[src/rtl/ddr_burst_pkg.sv]
// Package: shared mode types, field positions and decode helpers for the
// burst column sequencer. Assumes burst length never exceeds 8.
package ddr_burst_pkg;

    // Field positions inside the mode-set address word; the decode depends on them.
    localparam int BL_LSB = 0;
    localparam int BT_BIT = 3;
    localparam int CL_LSB = 4;
    localparam int CODE_W = 3;

    // Beat numbering: up to 8 beats, two per clock.
    localparam int BEAT_W     = 3;
    localparam int PAIR_IDX_W = BEAT_W - 1;

    localparam logic [CODE_W-1:0] CAS_CODE_2  = 3'b010;
    localparam logic [CODE_W-1:0] CAS_CODE_25 = 3'b110;

    typedef enum logic [1:0] {
        BLEN_2 = 2'd0,
        BLEN_4 = 2'd1,
        BLEN_8 = 2'd2
    } blen_e;

    typedef struct packed {
        blen_e             blen;
        logic              ilv;
        logic [CODE_W-1:0] cas;
    } mode_t;

    localparam mode_t MODE_RESET = '{blen: BLEN_2, ilv: 1'b0, cas: CAS_CODE_2};

    // True when the length code names a supported burst length.
    function automatic logic bl_code_ok(input logic [CODE_W-1:0] code);
        return (code == 3'b001) || (code == 3'b010) || (code == 3'b011);
    endfunction

    // True when the latency code names a supported latency.
    function automatic logic cas_code_ok(input logic [CODE_W-1:0] code);
        return (code == CAS_CODE_2) || (code == CAS_CODE_25);
    endfunction

    // Map a legal length code onto the internal enum.
    function automatic blen_e bl_decode(input logic [CODE_W-1:0] code);
        case (code)
            3'b010:  return BLEN_4;
            3'b011:  return BLEN_8;
            default: return BLEN_2;
        endcase
    endfunction

    // Mask of the column bits that wrap inside a burst.
    function automatic logic [BEAT_W-1:0] wrap_mask(input blen_e b);
        case (b)
            BLEN_4:  return 3'b011;
            BLEN_8:  return 3'b111;
            default: return 3'b001;
        endcase
    endfunction

    // Index of the final beat pair of a burst.
    function automatic logic [PAIR_IDX_W-1:0] last_pair(input blen_e b);
        case (b)
            BLEN_4:  return 2'd1;
            BLEN_8:  return 2'd3;
            default: return 2'd0;
        endcase
    endfunction

endpackage

[src/rtl/ddr_mode_reg.sv]
// Module: mode register. Decodes a bank-zero mode-set command, stores length,
// order and latency when every code is legal, and pulses an error otherwise.
// Assumes the mode-set strobe is a single-cycle command.
module ddr_mode_reg
    import ddr_burst_pkg::*;
#(
    parameter int ADDR_W = 13,
    parameter int BA_W   = 2
) (
    input  logic              clk,
    input  logic              rst_n,
    input  logic              mrs_stb,
    input  logic [BA_W-1:0]   mrs_bank,
    input  logic [ADDR_W-1:0] mrs_addr,
    output mode_t             mode_q,
    output logic              mode_err
);

    logic              hit;
    logic [CODE_W-1:0] bl_code;
    logic [CODE_W-1:0] cl_code;
    logic              legal;
    mode_t             mode_new;

    // Field extraction and legality of the incoming command.
    always_comb begin
        hit           = mrs_stb && (mrs_bank == '0);
        bl_code       = mrs_addr[BL_LSB +: CODE_W];
        cl_code       = mrs_addr[CL_LSB +: CODE_W];
        legal         = bl_code_ok(bl_code) && cas_code_ok(cl_code);
        mode_new.blen = bl_decode(bl_code);
        mode_new.ilv  = mrs_addr[BT_BIT];
        mode_new.cas  = cl_code;
    end

    // Store a legal mode as a whole; flag a refused one for one cycle.
    always_ff @(posedge clk) begin
        if (!rst_n) begin
            mode_q   <= MODE_RESET;
            mode_err <= 1'b0;
        end else begin
            mode_err <= hit && !legal;
            if (hit && legal) begin
                mode_q <= mode_new;
            end
        end
    end

endmodule

[src/rtl/ddr_burst_ctrl.sv]
// Module: burst control. Captures the start column, length and order on a
// burst start and walks the beat-pair index until the final pair.
// Assumes a start strobe always wins over a running burst.
module ddr_burst_ctrl
    import ddr_burst_pkg::*;
#(
    parameter int COL_W = 10
) (
    input  logic                  clk,
    input  logic                  rst_n,
    input  logic                  bst_stb,
    input  logic [COL_W-1:0]      bst_col,
    input  mode_t                 mode_q,
    output logic                  active,
    output logic [PAIR_IDX_W-1:0] pair_idx,
    output logic [COL_W-1:0]      base_col,
    output blen_e                 run_blen,
    output logic                  run_ilv,
    output logic                  at_last
);

    // Final pair of the burst in flight.
    always_comb begin
        at_last = active && (pair_idx == last_pair(run_blen));
    end

    // Burst state: restart on a strobe, step or finish otherwise.
    always_ff @(posedge clk) begin
        if (!rst_n) begin
            active   <= 1'b0;
            pair_idx <= '0;
            base_col <= '0;
            run_blen <= BLEN_2;
            run_ilv  <= 1'b0;
        end else if (bst_stb) begin
            active   <= 1'b1;
            pair_idx <= '0;
            base_col <= bst_col;
            run_blen <= mode_q.blen;
            run_ilv  <= mode_q.ilv;
        end else if (active) begin
            if (at_last) begin
                active   <= 1'b0;
                pair_idx <= '0;
            end else begin
                pair_idx <= pair_idx + 1'b1;
            end
        end
    end

endmodule

[src/rtl/ddr_col_calc.sv]
// Module: column calculator for one beat. Wraps the low column bits by adding
// or XOR-ing the beat number and keeps the bits above the burst window.
// Assumes COL_W is wider than the largest wrap window.
module ddr_col_calc
    import ddr_burst_pkg::*;
#(
    parameter int COL_W = 10
) (
    input  logic [COL_W-1:0]  base_col,
    input  logic [BEAT_W-1:0] beat,
    input  blen_e             blen,
    input  logic              ilv,
    output logic [COL_W-1:0]  col
);

    localparam int HI_W = COL_W - BEAT_W;

    logic [COL_W-1:0] mask;
    logic [COL_W-1:0] beat_ext;
    logic [COL_W-1:0] wrapped;

    // Select the wrap rule and merge the fixed upper bits back in.
    always_comb begin
        mask     = {{HI_W{1'b0}}, wrap_mask(blen)};
        beat_ext = {{HI_W{1'b0}}, beat};
        wrapped  = ilv ? (base_col ^ beat_ext) : (base_col + beat_ext);
        col      = (base_col & ~mask) | (wrapped & mask);
    end

endmodule

[src/rtl/ddr_burst_seq.sv]
// Module: top of the mode register and burst column sequencer. Presents two
// beat columns per clock for a double-data-rate burst and exports the stored
// latency code. Assumes commands arrive already decoded into strobes.
module ddr_burst_seq
    import ddr_burst_pkg::*;
#(
    parameter int COL_W  = 10,
    parameter int ADDR_W = 13,
    parameter int BA_W   = 2
) (
    input  logic              clk,
    input  logic              rst_n,
    input  logic              mrs_stb,
    input  logic [BA_W-1:0]   mrs_bank,
    input  logic [ADDR_W-1:0] mrs_addr,
    input  logic              bst_stb,
    input  logic [COL_W-1:0]  bst_col,
    output logic [COL_W-1:0]  col_beat0,
    output logic [COL_W-1:0]  col_beat1,
    output logic              beat_vld,
    output logic              beat_last,
    output logic [2:0]        cas_code,
    output logic              mode_err
);

    localparam int BEATS_PER_CLK = 2;

    mode_t                 mode_q;
    logic                  active;
    logic [PAIR_IDX_W-1:0] pair_idx;
    logic [COL_W-1:0]      base_col;
    blen_e                 run_blen;
    logic                  run_ilv;
    logic                  at_last;
    logic [COL_W-1:0]      beat_col [BEATS_PER_CLK];

    ddr_mode_reg #(
        .ADDR_W (ADDR_W),
        .BA_W   (BA_W)
    ) u_mode (
        .clk      (clk),
        .rst_n    (rst_n),
        .mrs_stb  (mrs_stb),
        .mrs_bank (mrs_bank),
        .mrs_addr (mrs_addr),
        .mode_q   (mode_q),
        .mode_err (mode_err)
    );

    ddr_burst_ctrl #(
        .COL_W (COL_W)
    ) u_ctrl (
        .clk      (clk),
        .rst_n    (rst_n),
        .bst_stb  (bst_stb),
        .bst_col  (bst_col),
        .mode_q   (mode_q),
        .active   (active),
        .pair_idx (pair_idx),
        .base_col (base_col),
        .run_blen (run_blen),
        .run_ilv  (run_ilv),
        .at_last  (at_last)
    );

    // One calculator per beat carried in a clock cycle.
    for (genvar g = 0; g < BEATS_PER_CLK; g++) begin : g_beat
        logic [BEAT_W-1:0] beat_no;
        assign beat_no = {pair_idx, 1'(g)};
        ddr_col_calc #(
            .COL_W (COL_W)
        ) u_calc (
            .base_col (base_col),
            .beat     (beat_no),
            .blen     (run_blen),
            .ilv      (run_ilv),
            .col      (beat_col[g])
        );
    end

    // Drive the outputs, holding columns at zero between bursts.
    always_comb begin
        beat_vld  = active;
        beat_last = at_last;
        col_beat0 = active ? beat_col[0] : '0;
        col_beat1 = active ? beat_col[1] : '0;
        cas_code  = mode_q.cas;
    end

endmodule

[config.mk]
export PLATFORM = sky130hd
export DESIGN_NAME = ddr_burst_seq
export DESIGN_NICKNAME = d
export VERILOG_FILES = /design/src/rtl/ddr_burst_pkg.sv /design/src/rtl/ddr_mode_reg.sv /design/src/rtl/ddr_burst_ctrl.sv /design/src/rtl/ddr_col_calc.sv /design/src/rtl/ddr_burst_seq.sv
export SDC_FILE = /design/constraint.sdc
export NUM_CORES = 1
export LEC_CHECK = 0
export BUFFER_PORTS_ARGS = -buffer_cell sky130_fd_sc_hd__buf_2
export CAP_MARGIN = 10
export CORE_MARGIN = 5
export CORE_UTILIZATION = 29
export CTS_CLUSTER_SIZE = 20
export DETAILED_ROUTE_END_ITERATION = 8
export GPL_ROUTABILITY_DRIVEN = 1
export PLACE_DENSITY = 0.52
export SYNTH_ARGS = -nofsm -noshare
export SYNTH_HDL_FRONTEND = slang
export SYNTH_SLANG_ARGS = --single-unit
[constraint.sdc]
create_clock -name clk -period 1.38 [get_ports clk]
set_input_delay 0.207 -clock clk [delete_from_list [all_inputs] [get_ports clk]]
set_output_delay 0.207 -clock clk [all_outputs]
set_load 0.02 [all_outputs]
==> impl_metrics.toml <==
[setup_path]
crit_arrival_ns = 1.75
cp-end-kind = "output port"
rr_worst_depth = 6
critPathTopFamily = "adder cells"
crit_buf_inv = 2
r2r-start = "u_ctrl.run_blen[0]"
critPathRequiredTime_ns = 1.17
crit_type = "register to output port"
cp_cell_sequence = "inv_2, fa_2, o21a_1, o21ai_2, mux2i_4, buf_6"
critical_path.slowest_cell = "fa_2"
r2r_setup_slack_ns = 0.15
critPathLaunchType = "register"
cp-startpoint = "u_ctrl.base_col[0]"
crit_fanout = 2
cpPeakStageDelay_ns = 0.37
r2r_end = "u_ctrl.active"

[route]
drc_errors = 0
wl_per_cell_um = 11.9
drtPass1Iterations = 4
initialDrtViolationCount = 36
via_per_inst = 4.42
wirelength_um = 2790
routed-via-count = 1039
ant_nets = 0

[status]
status = "complete, but fails checks"
violations = "negative setup slack"

[hold_path]
worstHoldPathType = "input port to register"
hold_depth = 3
hold_path.startpoint = "mrs_addr[6]"
hold_end = "u_mode.mode_q[2]"

[clock_network]
cts_root_buf = "clkbuf_8"
clk_path_buf_depth = 2
clock_latency_ns = 0.26
cts.clk_slew.worst_paths_ns = 0.08
numCtsBuffers = 3
htreeDepth = 1
cts_tree = "yes"
clock_sinks = 23

[grt]
grt-ovfl-total = 0
grt_pass1_wl_um = 4810
grt_pass1_vias = 1108
grtUsageTotal_pct = 9.67
antenna_found_initial = 0
grt_max_degree = 15

[sta]
clock.fmax_mhz = 511
finalSetupViolCount = 5
fin_crit_ns = 1.96
hold_violations = 0
setup-tns-final_ns = -1.93
timing.final.ws_setup_ns = -0.576
worstMarginPinSlew_ns = 0.308
drv_slew = 0
min_period_over_period_pct = 142
rsz0062_at_grt = "yes"
relSlewSlack_pct = 79.5
clock-skew-final_ns = 0.00832

[cells_and_area]
fillCellCount = 469
area_growth_pct = 34.1
drive_gt1_share_pct = 52.5
final_area_mm2 = 0.00172
layout.nets = 216
diodes = 0

[pwr]
power.density_mw_per_mm2 = 763
power.leakage_nw = 0.835
peakVddDrop_mv = 0.518

[die]
initial_utilization_pct = 29.7
num_rows = 24
coreArea_mm2 = 0.00432
num_io_pins = 55
dieArea_mm2 = 0.00586
dieHeight_um = 76.6
die_w_um = 76.6

[place]
gp_congestion = 0.765
io_buffers = 48
place_area_mm2 = 0.00160
pre_cts_ws_ns = -0.333
hpwl_um = 2200

[yosys]
avgSynthCellArea_um2 = 9.52
ys.flop_type = "dfxtp_1"
syn_area_mm2 = 0.00128
synth-async-reset-ratio_pct = 0
ys_types = 35
synthCells = 135
synth-seq-area-share_pct = 35.8
synth-edff-count = 0
syn-num-nets = 167
ys_ff_latch = 23
ys_warn_count = 0

[flow_run]
drv_cap = 0
[cells in the final DEF, fill, tap and decap left out, types with 2 or more instances in the layout]
cell type / Yosys / layout
and2_2: 0 / 7
ha_4: 0 / 2
clkbuf_8: 0 / 3
dfxtp_1: 23 / 18
dfxtp_2: 0 / 5
or2_1: 2 / 2
mux2i_1: 20 / 18
nand4bb_1: 2 / 2
nor2b_1: 16 / 16
o21ai_1: 1 / 2
a21oi_1: 2 / 2
buf_6: 2 / 5
buf_2: 3 / 43
inv_2: 0 / 4
nand3b_1: 2 / 2
o21ai_0: 5 / 2
o21ai_2: 0 / 2
nand2_1: 13 / 12
buf_4: 10 / 13
[worst max-delay path by stage]
stage	end	slack [ns]	cells past startpoint
5_1_grt	col_beat1[2]	-0.66	6
2_1_floorplan	col_beat1[2]	-0.22	5
4_1_cts	col_beat1[2]	-0.60	6
6_report	col_beat1[2]	-0.58	6
3_5_place_dp	col_beat1[2]	-0.33	6
3_3_place_gp	col_beat1[2]	-0.31	6
[cells in the mapped netlist, types with 2 or more instances]
library cell | count | area share, %
ha_1 | 2 | 1.9
nand2_1 | 13 | 3.8
nand4bb_1 | 2 | 1.8
or2_1 | 2 | 0.97
buf_6 | 2 | 1.8
buf_2 | 3 | 1.2
and2_1 | 9 | 4.4
a21oi_1 | 2 | 0.78
nor2b_1 | 16 | 7.8
nand3b_1 | 2 | 1.2
inv_1 | 4 | 1.2
o21ai_0 | 5 | 1.9
dfxtp_1 | 23 | 36
mux2i_1 | 20 | 16
buf_4 | 10 | 5.8
[registers in the layout, indices dropped and copies added (netlist names)]
signal and count:
u_mode.mode_err 1, u_ctrl.run_ilv 1, u_ctrl.active 1, u_ctrl.run_blen 2
u_ctrl.pair_idx 2, u_mode.mode_q 6, u_ctrl.base_col 10
[worst register-to-register path, stage by stage, from the launching register on]
cell and delay (ns):
dfxtp_2 0.34, inv_2 0.04, ha_4 0.16, or2_1 0.22
a21oi_2 0.16, buf_4 0.13, o21ai_0 0.07
[kinds of logic (layout without fill, tap and decap cells)]
kind of cell    after synthesis  count (layout)  share of synthesized area (%)
mux                          20              20                           15.6
flops                        23              23                           35.8
buf+inv                      21              69                           10.6
compound gates               12              12                           5.74
simple gates                 55              55                           28.0
xor+xnor                      1               1                          0.682
fa+ha+maj                     3               3                           3.51
[per-stage QoR]
step | total power (W) | utilization [%] | cells | hold slack (ns)
after floorplan | 0.000844 | - | 135 | 0.346
after global placement | 0.000912 | 37.1 | 231 | 0.430
after detailed placement | 0.000916 | 37.1 | 231 | 0.431
after CTS | 0.00134 | 39.7 | 236 | 0.183
after global routing | 0.00139 | 39.8 | 235 | 0.204
final | 0.00131 | 39.8 | 235 | 0.191
[layout make-up]
class	instances	area [µm²]	area share, %
timing repair buffer	61	369	21.4
inverter	4	15.0	0.871
clock inverter	1	5.00	0.290
tap	52	65.1	3.78
multi-input combinational	91	761	44.2
sequential	23	467	27.1
clock buffer	3	41.3	2.40
[routing by layer]
layer / GRT usage [%] / up-vias / part of all wire (%)
met5: 0 / - / 0
met4: 1.75 / 0 / 1.1
met3: 3.66 / 4 / 7.6
met2: 17.2 / 35 / 49
met1: 11.0 / 464 / 42
li1: - / 536 / -
[timing repair]
item / 4_1_cts / 5_1_grt
setup endpoints to repair: 5 / 23
gates resized for setup: 18 / 4
hold buffers: 0 / 0
pin swaps: 5 / 3
buffers inserted: 1 / 1
[power by group]
| part | leakage, nW | switching (W) | total (W) | internal [W] |
|---|---|---|---|---|
| Sequential | 0.190 | 0.0000103 | 0.000695 | 0.000684 |
| Combinational | 0.620 | 0.000106 | 0.000213 | 0.000106 |
| Clock | 0.0255 | 0.000206 | 0.000407 | 0.000201 |
Power figures use the tool's default switching activity.
